===== src/rtl/tws_pkg.sv =====
package tws_pkg;

    typedef enum logic [3:0] {
        ST_IDLE,
        ST_ADDR,
        ST_ADDR_ACK,
        ST_PTR,
        ST_PTR_ACK,
        ST_WR,
        ST_WR_ACK,
        ST_RD,
        ST_RD_ACK
    } tws_state_e;

    typedef enum logic [1:0] {
        SEL_TEMP = 2'b00,
        SEL_CFG  = 2'b01,
        SEL_HYST = 2'b10,
        SEL_SET  = 2'b11
    } tws_sel_e;

endpackage


===== src/rtl/tws_sync.sv =====
module tws_sync #(
    parameter int STAGES = 2
) (
    input  logic clk,
    input  logic rst_n,
    input  logic d,
    output logic q,
    output logic rise,
    output logic fall
);
    // STAGES synchronizer flops plus one history flop for edge detection
    logic [STAGES:0] pipe;

    always_ff @(posedge clk or negedge rst_n) begin
        if (!rst_n) pipe <= '1;
        else        pipe <= {pipe[STAGES-1:0], d};
    end

    assign q    = pipe[STAGES-1];
    assign rise = pipe[STAGES-1] & ~pipe[STAGES];
    assign fall = ~pipe[STAGES-1] & pipe[STAGES];
endmodule


===== src/rtl/tws_regfile.sv =====
module tws_regfile
    import tws_pkg::*;
#(
    parameter int          DW       = 9,
    parameter int          CW       = 5,
    parameter logic [DW-1:0] HYST_RST = 9'd150,
    parameter logic [DW-1:0] SET_RST  = 9'd160
) (
    input  logic          clk,
    input  logic          rst_n,
    input  logic          ptr_we,
    input  logic [1:0]    ptr_wdata,
    input  logic          wr_en,
    input  logic [1:0]    wr_idx,
    input  logic [7:0]    wr_data,
    input  logic          rd_idx,
    input  logic [DW-1:0] temp_i,
    output logic [7:0]    rd_byte,
    output logic          wr_ok,
    output logic [CW-1:0] cfg_o,
    output logic [DW-1:0] thyst_o,
    output logic [DW-1:0] tset_o
);
    localparam int PAD = 16 - DW;

    tws_sel_e      ptr;
    logic [7:0]    stage;
    logic [15:0]   wide_w;
    logic [15:0]   wide_r;
    logic [DW-1:0] val;

    assign wide_w = {stage, wr_data};

    always_ff @(posedge clk or negedge rst_n) begin
        if (!rst_n) begin
            ptr     <= SEL_TEMP;
            stage   <= '0;
            cfg_o   <= '0;
            thyst_o <= HYST_RST;
            tset_o  <= SET_RST;
        end else begin
            if (ptr_we) ptr <= tws_sel_e'(ptr_wdata);
            if (wr_en) begin
                unique case (ptr)
                    SEL_CFG:  cfg_o <= wr_data[CW-1:0];
                    SEL_HYST: if (wr_idx == 2'd0) stage <= wr_data;
                              else thyst_o <= wide_w[15 -: DW];
                    SEL_SET:  if (wr_idx == 2'd0) stage <= wr_data;
                              else tset_o <= wide_w[15 -: DW];
                    SEL_TEMP: ;
                endcase
            end
        end
    end

    always_comb begin
        unique case (ptr)
            SEL_TEMP: begin val = temp_i;  wr_ok = 1'b0;            end
            SEL_CFG:  begin val = '0;      wr_ok = (wr_idx == 2'd0); end
            SEL_HYST: begin val = thyst_o; wr_ok = (wr_idx < 2'd2);  end
            SEL_SET:  begin val = tset_o;  wr_ok = (wr_idx < 2'd2);  end
        endcase
        wide_r = {val, {PAD{1'b0}}};
        if (ptr == SEL_CFG) rd_byte = {{(8-CW){1'b0}}, cfg_o};
        else                rd_byte = rd_idx ? wide_r[7:0] : wide_r[15:8];
    end

    // thresholds move only on the second byte of a write
    assert_hyst_commit_R7: assert property (@(posedge clk) disable iff (!rst_n)
        !$stable(thyst_o) |-> ($past(wr_en) && $past(wr_idx) == 2'd1));
    assert_set_commit_R7: assert property (@(posedge clk) disable iff (!rst_n)
        !$stable(tset_o) |-> ($past(wr_en) && $past(wr_idx) == 2'd1));
    // the engine never issues a write against the temperature register
    assert_temp_readonly_R8: assert property (@(posedge clk) disable iff (!rst_n)
        wr_en |-> ptr != SEL_TEMP);
endmodule


===== src/rtl/tws_slave.sv =====
module tws_slave
    import tws_pkg::*;
#(
    parameter int            DW          = 9,
    parameter int            CW          = 5,
    parameter int            SYNC_STAGES = 2,
    parameter logic [3:0]    ADDR_HI     = 4'b1001,
    parameter logic [DW-1:0] HYST_RST    = 9'd150,
    parameter logic [DW-1:0] SET_RST     = 9'd160
) (
    input  logic          clk,
    input  logic          rst_n,
    input  logic          scl_i,
    input  logic          sda_i,
    output logic          sda_oe,
    input  logic [2:0]    strap_addr,
    input  logic [DW-1:0] temp_i,
    output logic [CW-1:0] cfg_o,
    output logic [DW-1:0] thyst_o,
    output logic [DW-1:0] tset_o,
    output logic          rd_strobe
);
    localparam logic [3:0] BITS = 4'd8;

    tws_state_e  state, st_n;
    logic        scl_q, scl_r, scl_f;
    logic        sda_q, sda_r, sda_f;
    logic        start_det, stop_det;
    logic [7:0]  shreg;
    logic [3:0]  bitcnt;
    logic [1:0]  byte_idx;
    logic        mack;
    logic        byte_done;
    logic        addr_match, ptr_ok;
    logic        ptr_we, wr_en, load, rd_idx, wr_ok;
    logic [7:0]  rd_byte;

    tws_sync #(.STAGES(SYNC_STAGES)) u_scl_sync (
        .clk(clk), .rst_n(rst_n), .d(scl_i), .q(scl_q), .rise(scl_r), .fall(scl_f));
    tws_sync #(.STAGES(SYNC_STAGES)) u_sda_sync (
        .clk(clk), .rst_n(rst_n), .d(sda_i), .q(sda_q), .rise(sda_r), .fall(sda_f));

    assign start_det  = scl_q & sda_f;
    assign stop_det   = scl_q & sda_r;
    assign byte_done  = scl_f && (bitcnt == BITS);
    assign addr_match = (shreg[7:1] == {ADDR_HI, strap_addr});
    assign ptr_ok     = (shreg[7:2] == 6'd0);

    // next-state logic
    always_comb begin
        st_n = state;
        if (start_det)     st_n = ST_ADDR;
        else if (stop_det) st_n = ST_IDLE;
        else begin
            unique case (state)
                ST_IDLE:     st_n = ST_IDLE;
                ST_ADDR:     if (byte_done) st_n = addr_match ? ST_ADDR_ACK : ST_IDLE;
                ST_ADDR_ACK: if (scl_f) st_n = shreg[0] ? ST_RD : ST_PTR;
                ST_PTR:      if (byte_done) st_n = ptr_ok ? ST_PTR_ACK : ST_IDLE;
                ST_PTR_ACK:  if (scl_f) st_n = ST_WR;
                ST_WR:       if (byte_done) st_n = wr_ok ? ST_WR_ACK : ST_IDLE;
                ST_WR_ACK:   if (scl_f) st_n = ST_WR;
                ST_RD:       if (byte_done) st_n = ST_RD_ACK;
                ST_RD_ACK:   if (scl_f) st_n = mack ? ST_RD : ST_IDLE;
                default:     st_n = ST_IDLE;
            endcase
        end
    end

    // state register
    always_ff @(posedge clk or negedge rst_n) begin
        if (!rst_n) state <= ST_IDLE;
        else        state <= st_n;
    end

    assign ptr_we = (state == ST_PTR) && (st_n == ST_PTR_ACK);
    assign wr_en  = (state == ST_WR)  && (st_n == ST_WR_ACK);
    assign load   = (st_n == ST_RD) && (state == ST_ADDR_ACK || state == ST_RD_ACK);
    assign rd_idx = (state == ST_RD_ACK) ? ~byte_idx[0] : 1'b0;

    // shift, count and strobe datapath
    always_ff @(posedge clk or negedge rst_n) begin
        if (!rst_n) begin
            shreg     <= '0;
            bitcnt    <= '0;
            byte_idx  <= '0;
            mack      <= 1'b0;
            rd_strobe <= 1'b0;
        end else begin
            rd_strobe <= 1'b0;
            if (start_det || st_n != state) bitcnt <= '0;
            else if (scl_r && (state == ST_ADDR || state == ST_PTR ||
                               state == ST_WR   || state == ST_RD))
                bitcnt <= bitcnt + 4'd1;

            if (scl_r && (state == ST_ADDR || state == ST_PTR || state == ST_WR))
                shreg <= {shreg[6:0], sda_q};
            else if (load) begin
                shreg     <= rd_byte;
                rd_strobe <= 1'b1;
                byte_idx  <= {1'b0, rd_idx};
            end else if (state == ST_RD && scl_f && bitcnt != BITS)
                shreg <= {shreg[6:0], 1'b1};

            if (state == ST_RD_ACK && scl_r) mack <= ~sda_q;

            if (start_det || (state == ST_PTR_ACK && st_n == ST_WR))
                byte_idx <= 2'd0;
            else if (state == ST_WR_ACK && st_n == ST_WR && byte_idx != 2'd2)
                byte_idx <= byte_idx + 2'd1;
        end
    end

    // output logic
    always_comb begin
        unique case (state)
            ST_ADDR_ACK, ST_PTR_ACK, ST_WR_ACK: sda_oe = 1'b1;
            ST_RD:                              sda_oe = ~shreg[7];
            default:                            sda_oe = 1'b0;
        endcase
    end

    tws_regfile #(.DW(DW), .CW(CW), .HYST_RST(HYST_RST), .SET_RST(SET_RST)) u_regs (
        .clk(clk), .rst_n(rst_n),
        .ptr_we(ptr_we), .ptr_wdata(shreg[1:0]),
        .wr_en(wr_en), .wr_idx(byte_idx), .wr_data(shreg),
        .rd_idx(rd_idx), .temp_i(temp_i),
        .rd_byte(rd_byte), .wr_ok(wr_ok),
        .cfg_o(cfg_o), .thyst_o(thyst_o), .tset_o(tset_o));

    // START and STOP override every state
    assert_start_addr_R1: assert property (@(posedge clk) disable iff (!rst_n)
        start_det |=> state == ST_ADDR);
    assert_stop_idle_R1: assert property (@(posedge clk) disable iff (!rst_n)
        (stop_det && !start_det) |=> state == ST_IDLE);
    // address acknowledge only after a matching address byte
    assert_ack_match_R2: assert property (@(posedge clk) disable iff (!rst_n)
        (state == ST_ADDR_ACK && $past(state) == ST_ADDR) |->
        $past(shreg[7:1]) == {ADDR_HI, $past(strap_addr)});
    // pointer acknowledge only with bits 7:2 clear
    assert_ptr_ack_R4: assert property (@(posedge clk) disable iff (!rst_n)
        (state == ST_PTR_ACK && $past(state) == ST_PTR) |-> $past(shreg[7:2]) == 6'd0);
    // strobe is a lone pulse at entry to the read state
    assert_strobe_pulse_R11: assert property (@(posedge clk) disable iff (!rst_n)
        rd_strobe |=> !rd_strobe);
    assert_strobe_state_R11: assert property (@(posedge clk) disable iff (!rst_n)
        rd_strobe |-> state == ST_RD);
endmodule


===== config.mk =====
export PLATFORM = sky130hd
export DESIGN_NAME = tws_slave
export DESIGN_NICKNAME = d
export VERILOG_FILES = /design/src/rtl/tws_pkg.sv /design/src/rtl/tws_sync.sv /design/src/rtl/tws_regfile.sv /design/src/rtl/tws_slave.sv
export SDC_FILE = /design/constraint.sdc
export NUM_CORES = 1
export LEC_CHECK = 0
export ABC_CLOCK_PERIOD_IN_PS = 3800
export BUFFER_PORTS_ARGS = -buffer_cell sky130_fd_sc_hd__buf_2
export CAP_MARGIN = 25
export CORE_MARGIN = 2
export CORE_UTILIZATION = 47
export CTS_BUF_LIST = sky130_fd_sc_hd__clkbuf_2 sky130_fd_sc_hd__clkbuf_4 sky130_fd_sc_hd__clkbuf_8
export DETAILED_ROUTE_END_ITERATION = 8
export PLACE_DENSITY = 0.73
export SLEW_MARGIN = 40
export SYNTH_ARGS = -nofsm -noshare
export SYNTH_HDL_FRONTEND = slang
export SYNTH_SLANG_ARGS = --single-unit

===== constraint.sdc =====
create_clock -name clk -period 3.8 [get_ports clk]
set_clock_uncertainty 0.1 [all_clocks]
set_input_delay 0.76 -clock clk [delete_from_list [all_inputs] [get_ports clk]]
set_output_delay 0.76 -clock clk [all_outputs]
set_load 0.02 [all_outputs]

; After elaboration in Yosys (flattened, before gate mapping)
; Index checks and enable logic that the tools add are counted.
[totals]
output_inout_bits = 25
reg_bits = 59
input_bits = 16
elab_cells = 114
[classes]
n_mux = 32
magnitude_cmp = 1
bitwise_logic = 13
addsub = 2
reduce_logical = 32
eq_ne = 21
[ops]
columns = op, count
row1 = $mux W4, 11
row2 = $mux W8, 5
row3 = $eq A4 B3 Y1 const B, 8
row4 = $pmux W4 S7, 1
row5 = $pmux W9 S3, 1
row6 = $logic_and A1 B1 Y1, 12
row7 = $mux W3, 4
row8 = $mux W2, 5
row9 = $reduce_and A3 Y1, 3
row10 = $eq A4 B2 Y1 const B, 2
row11 = $eq A4 B4 Y1 const B, 2
row12 = $eq A7 B7 Y1, 1
row13 = $not A1 Y1, 7
row14 = $and A1 B1 Y1, 6
row15 = $logic_not A6 Y1, 1
row16 = $logic_or A1 B1 Y1, 6
row17 = $reduce_bool A3 Y1, 2
row18 = $add A4 B1 Y4 const B, 1
row19 = $eq A2 B2 Y1 const B, 2
row20 = $eq A4 B1 Y1 const B, 1
row21 = $logic_not A2 Y1, 2
row22 = $ne A4 B4 Y1, 1
row23 = $ne A4 B4 Y1 const B, 1
row24 = $reduce_and A2 Y1, 2
row25 = other kinds (11), 14

; Depth between registers and ports, before layout
[logic_depth]
word_depth = 14
mapped_depth = 9
mapped_depth_nobuf = 8

; Cells and area by module
; A second synthesis with hierarchy kept.
[unflattened]
hier_cells = 284
area_unflattened_um2 = 3218.1
[by_module_without_submodules]
columns = mod, area_per_inst_um2, seq_area_each_um2, cells_each, n_inst
row1 = tws_regfile, 1534.0, 833.3, 108, 1
row2 = tws_slave, 1496.4, 500.5, 166, 1
row3 = tws_sync, 93.8, 78.8, 5, 2

; Worst setup path after synthesis
; No wires, ideal clock.
[synth_timing]
kind = flip-flop to flip-flop
from = reg byte_idx[0]
to = reg u_regs.stage[0]
setup_slack_ps = 1471
t_required_ps = 3575
arrival_ps = 2104
setup_ps = 125
stages_incl_launch_ff = 10
cell_sequence = dfrtp_1 -> inv_1 -> ha_1 -> nand3b_1 -> a2111oi_2 -> a31oi_1 -> o21a_1 -> or3_1 -> buf_6 -> mux2_4
[synth_via]
elab_chain_len = 10
elab_cells_between_ends = 11
cone_classes = order compare: 1 / eq/ne: 1 / mux: 6 / reduce/logical: 3
[synth_lines]
columns = element, line
row1 = from (decl), tws_slave.sv:31  ; logic [1:0] byte_idx;
row2 = from (signal assigned), tws_slave.sv:101  ; byte_idx <= {1'b0, rd_idx};
row3 = from (signal assigned), tws_slave.sv:110  ; byte_idx <= byte_idx + 2'd1;
row4 = $lt A2 B2 Y1 or $logic_not A2 Y1 (tied branches), -
row5 = $pmux W1 S3, tws_regfile.sv:57  ; unique case (ptr)
row6 = $mux W3, tws_slave.sv:61  ; ST_WR: if (byte_done) st_n = wr_ok ? ST_WR_ACK : ST_IDLE;
row7 = $mux W4, tws_slave.sv:61
row8 = $pmux W4 S7, tws_slave.sv:55  ; unique case (state)
row9 = $mux W4, tws_slave.sv:53  ; else if (stop_det) st_n = ST_IDLE;
row10 = $mux W4, tws_slave.sv:52  ; if (start_det) st_n = ST_ADDR;
row11 = $eq A4 B3 Y1, tws_slave.sv:77  ; assign wr_en = (state == ST_WR) && (st_n == ST_WR_ACK);
row12 = $logic_and A1 B1 Y1, tws_slave.sv:77
row13 = $reduce_and A3 Y1 (no source line) (*), -
row14 = to (signal assigned), tws_regfile.sv:46  ; SEL_HYST: if (wr_idx == 2'd0) stage <= wr_data;
row15 = to (signal assigned), tws_regfile.sv:48  ; SEL_SET: if (wr_idx == 2'd0) stage <= wr_data;
row16 = to (decl), tws_regfile.sv:27  ; logic [7:0] stage;
; Mark *: on every way between the ends. The rest lies on a longest branch, timed or not.
; A chain may end at the register's enable or synchronous reset.

; Worst setup path after layout
[layout_timing]
from = reg state[1]
to = out sda_oe
[layout_via]
elab_chain_len = 3
elab_cells_between_ends = 6
cone_classes = eq/ne: 4 / mux: 1 / reduce/logical: 1
[layout_lines]
columns = element, line
row1 = from (decl), tws_slave.sv:25  ; tws_state_e state, st_n;
row2 = from (signal assigned), tws_slave.sv:73  ; else state <= st_n;
row3 = $eq A4 B2 Y1 or $eq A4 B3 Y1 (tied branches), tws_slave.sv:116  ; unique case (state)
row4 = $reduce_or A3 Y1, tws_slave.sv:116
row5 = $pmux W1 S2 (*), tws_slave.sv:116
row6 = to (decl), tws_slave.sv:15  ; output logic sda_oe,
; Marked as above.

==> results by group <==
Final layout
  – Layout filler cell count: 567
  – Post-Layout Cell Count: 412
  – # diodes: 0
  – Fin nets: 350
  – Area growth syn-to-layout: 15.5%
  – Design area: 3660 µm²
  – Fraction of layout cells with a size suffix above 1: 35.5%
  – Final core utilization: 57.0%

Timing
  – Setup tns final: 0 ps
  – Post-layout minimum cycle time: 2760 ps
  – Tightest Pin Transition: 684 ps
  – Min Hold Slack: 256 ps
  – Slew HR: 54.3%
  – Final period util: 72.7%
  – Max Freq: 0.362 GHz
  – Fin. Hold Viols: 0
  – Final setup viols: 0
  – Max-slew violation count: 0
  – RSZ-0062 raised after global routing: no

Yosys
  – Post-Syn Area: 3170 µm²
  – Main synth FF type: dfrtp_1
  – Post-synth top area cell: dfrtp_1
  – Largest cells by area after synthesis: dfrtp_1, mux2_2, dfstp_2
  – Synth Instances: 285
  – Unique masters post-synth: 55
  – Synth Area per Inst: 11.1 µm²
  – #FFs+latches synth: 59
  – Share of the synthesized area in the top cell type: 37.1%
  – Ys Warns: 0
  – Seq/Total Area, Yosys: 47.1%
  – Post-synth EDFFs: 0
  – FFs w/ async S/R, synth: 100%
  – Post-Syn Nets: 305

Global route
  – Total GRT Usage: 22.2%
  – Largest net degree at the start of global routing: 38
  – Vias in the first global route: 2584
  – Grt total ovfl: 0
  – First-pass GRT wire length: 12700 µm
  – Antenna violations before repair: 0

CTS
  – Clock latency on the worst-skew pair: 350 ps
  – Clock Sinks: 59
  – Clk root buf: clkbuf_8
  – CTS-repair resized insts: 0
  – Clk pin slew, worst setup/hold paths: 80 ps
  – Clock Path Buffers: 2
  – Postcts setup bufs: 0
  – CTS buffer count: 9
  – H-Tree Depth: 3
  – CTS tree: yes
  – CTS Hold Buffers Added: 0

Place
  – Dpl hpwl: 5210 µm
  – RePlAce Congestion: 0.893
  – IO buf count: 40
  – Dpl cell area: 3460 µm²
  – Dpl cells: 396

Pwr
  – Power per cell area: 410 nW/µm²
  – Max VDD drop: 0.203 mV
  – Leakage: 1.73 nW

Worst setup path
  – Critical path fanouts, max: 16
  – Arr. time, crit path: 1900 ps
  – CP required: 2940 ps
  – Reg-to-reg setup timing slack: 1060 ps
  – CP Launch Type: register
  – CP endpoint kind: output pin
  – Crit Path Class: reg2out

Detailed routing
  – Drt initial violations: 245
  – Via count: 2490
  – # DRC: 0
  – Pre-antenna DRT Iters: 4
  – Final WL: 7440 µm
  – Vias per inst: 6.04
  – Drt wl/cell: 18.1 µm
  – Antenna Nets Post-Route: 0

Floorplanning
  – Starting Density: 49.3%
  – Core Region: 6420 µm²
  – IO Pins: 41
  – FP Rows: 29
  – Die Y: 86.1 µm
  – Die area: 7420 µm²
  – Die width: 86.1 µm

Min path
  – Hold WC Path Type: in2async

Flow run
  – Max-cap violations: 0

Status
  – Status: finished clean
## power by group
group / total [mW] / switching [mW] / internal (mW)
Sequential: 0.759 / 0.0817 / 0.677
Combinational: 0.157 / 0.0794 / 0.0779
Clock: 0.584 / 0.279 / 0.305
Total: 1.50 / 0.440 / 1.06
## critical path, cell delays in order, from the launching register on
cell and delay [ps]:
dfrtp_1 670, inv_1 260, o21ai_0 230, a2bb2oi_1 90, nor2_1 120, buf_2 180
## per-stage QoR
stage	worst slack, ps	total power, mW
floorplan	1470	0.852
global placement	1130	0.915
detailed placement	1110	0.924
CTS	1070	1.50
global route	864	1.57
finish	1040	1.50
## worst paths after layout
| kind | startpoint | end | cells after the start |
|---|---|---|---|
| max | state[1] | sda_oe | 5 |
| min | rst_n | u_regs.tset_o[0] | 1 |
| max reg2reg | u_scl_sync.pipe[2] | u_regs.stage[3] | 6 |
| min reg2reg | u_sda_sync.pipe[0] | u_sda_sync.pipe[1] | 0 |
| max in group asynchronous | rst_n | u_regs.thyst_o[7] | 2 |
| min in group clk | u_sda_sync.pipe[0] | u_sda_sync.pipe[1] | 0 |
## state kept, by name, indices dropped and copies added, names as in the netlist, 2 cells and up
name	flops
bitcnt	4
byte_idx	2
shreg	8
state	4
u_regs.cfg_o	5
u_regs.ptr	2
u_regs.stage	8
u_regs.thyst_o	9
u_regs.tset_o	9
u_scl_sync.pipe	3
u_sda_sync.pipe	3
## cells in the mapped netlist, drive strengths merged (4+ instances only)
cell type / instances
dfrtp: 47
clkbuf: 6
xnor2: 7
dfstp: 12
buf: 6
ha: 4
mux2i: 11
nor3: 7
a21oi: 13
a22oi: 5
inv: 10
nor2: 23
nand3: 5
nor4b: 5
nand2b: 5
mux2: 38
o21ai: 9
nand2: 16
a311oi: 6
## final cells by class
cell class	instances	area [µm²]	area share, %
Tap cell	77	96.3	2.63
Clock buffer	9	124	3.38
Clock inverter	7	76.3	2.09
Inverter	10	37.5	1.03
Multi-Input combinational cell	204	1590	43.4
Sequential cell	59	1490	40.8
Timing Repair Buffer	46	248	6.77
## cell families (layout without fill, tap and decap cells)
group	count (synthesis)	after routing	share of synthesized area [%]
muxes	49	49	17.9
buffers and inverters	22	72	3.04
DFF	59	59	47.1
xor gates and xnor gates	8	8	2.21
AOI/OAI and AO/OA	61	61	14.0
and+or+nand+nor	82	82	14.2
adders and majority gates	4	4	1.58
## placed cells by master (no fill, tap or decap), types with 3 or more instances in the layout
cell type	synthesis	final
ha_1	4	4
mux2_4	8	8
mux2_2	30	30
nand4_1	3	3
buf_4	0	7
clkbuf_8	0	9
nand2_1	16	16
mux2i_1	11	11
nor4b_1	5	5
o21ai_0	7	7
dfstp_2	12	12
a21oi_1	13	13
a311oi_1	6	6
inv_1	10	10
buf_2	5	39
dfrtp_1	47	47
nor2_1	23	23
nor4_1	3	3
nand3_1	5	5
xnor2_1	7	7
nand2b_1	5	5
and3_1	3	3
o21a_1	3	3
a22oi_1	5	5
nor3_1	7	6
## metal layers
metal / part of all wire (%) / vias up / GRT usage, %
li1: - / 1148 / -
met1: 46 / 1234 / 29.9
met2: 47 / 93 / 33.8
met3: 5.6 / 15 / 5.10
met4: 2.0 / 0 / 11.1
met5: 0 / - / 0
(Power assumes the default switching activity.)
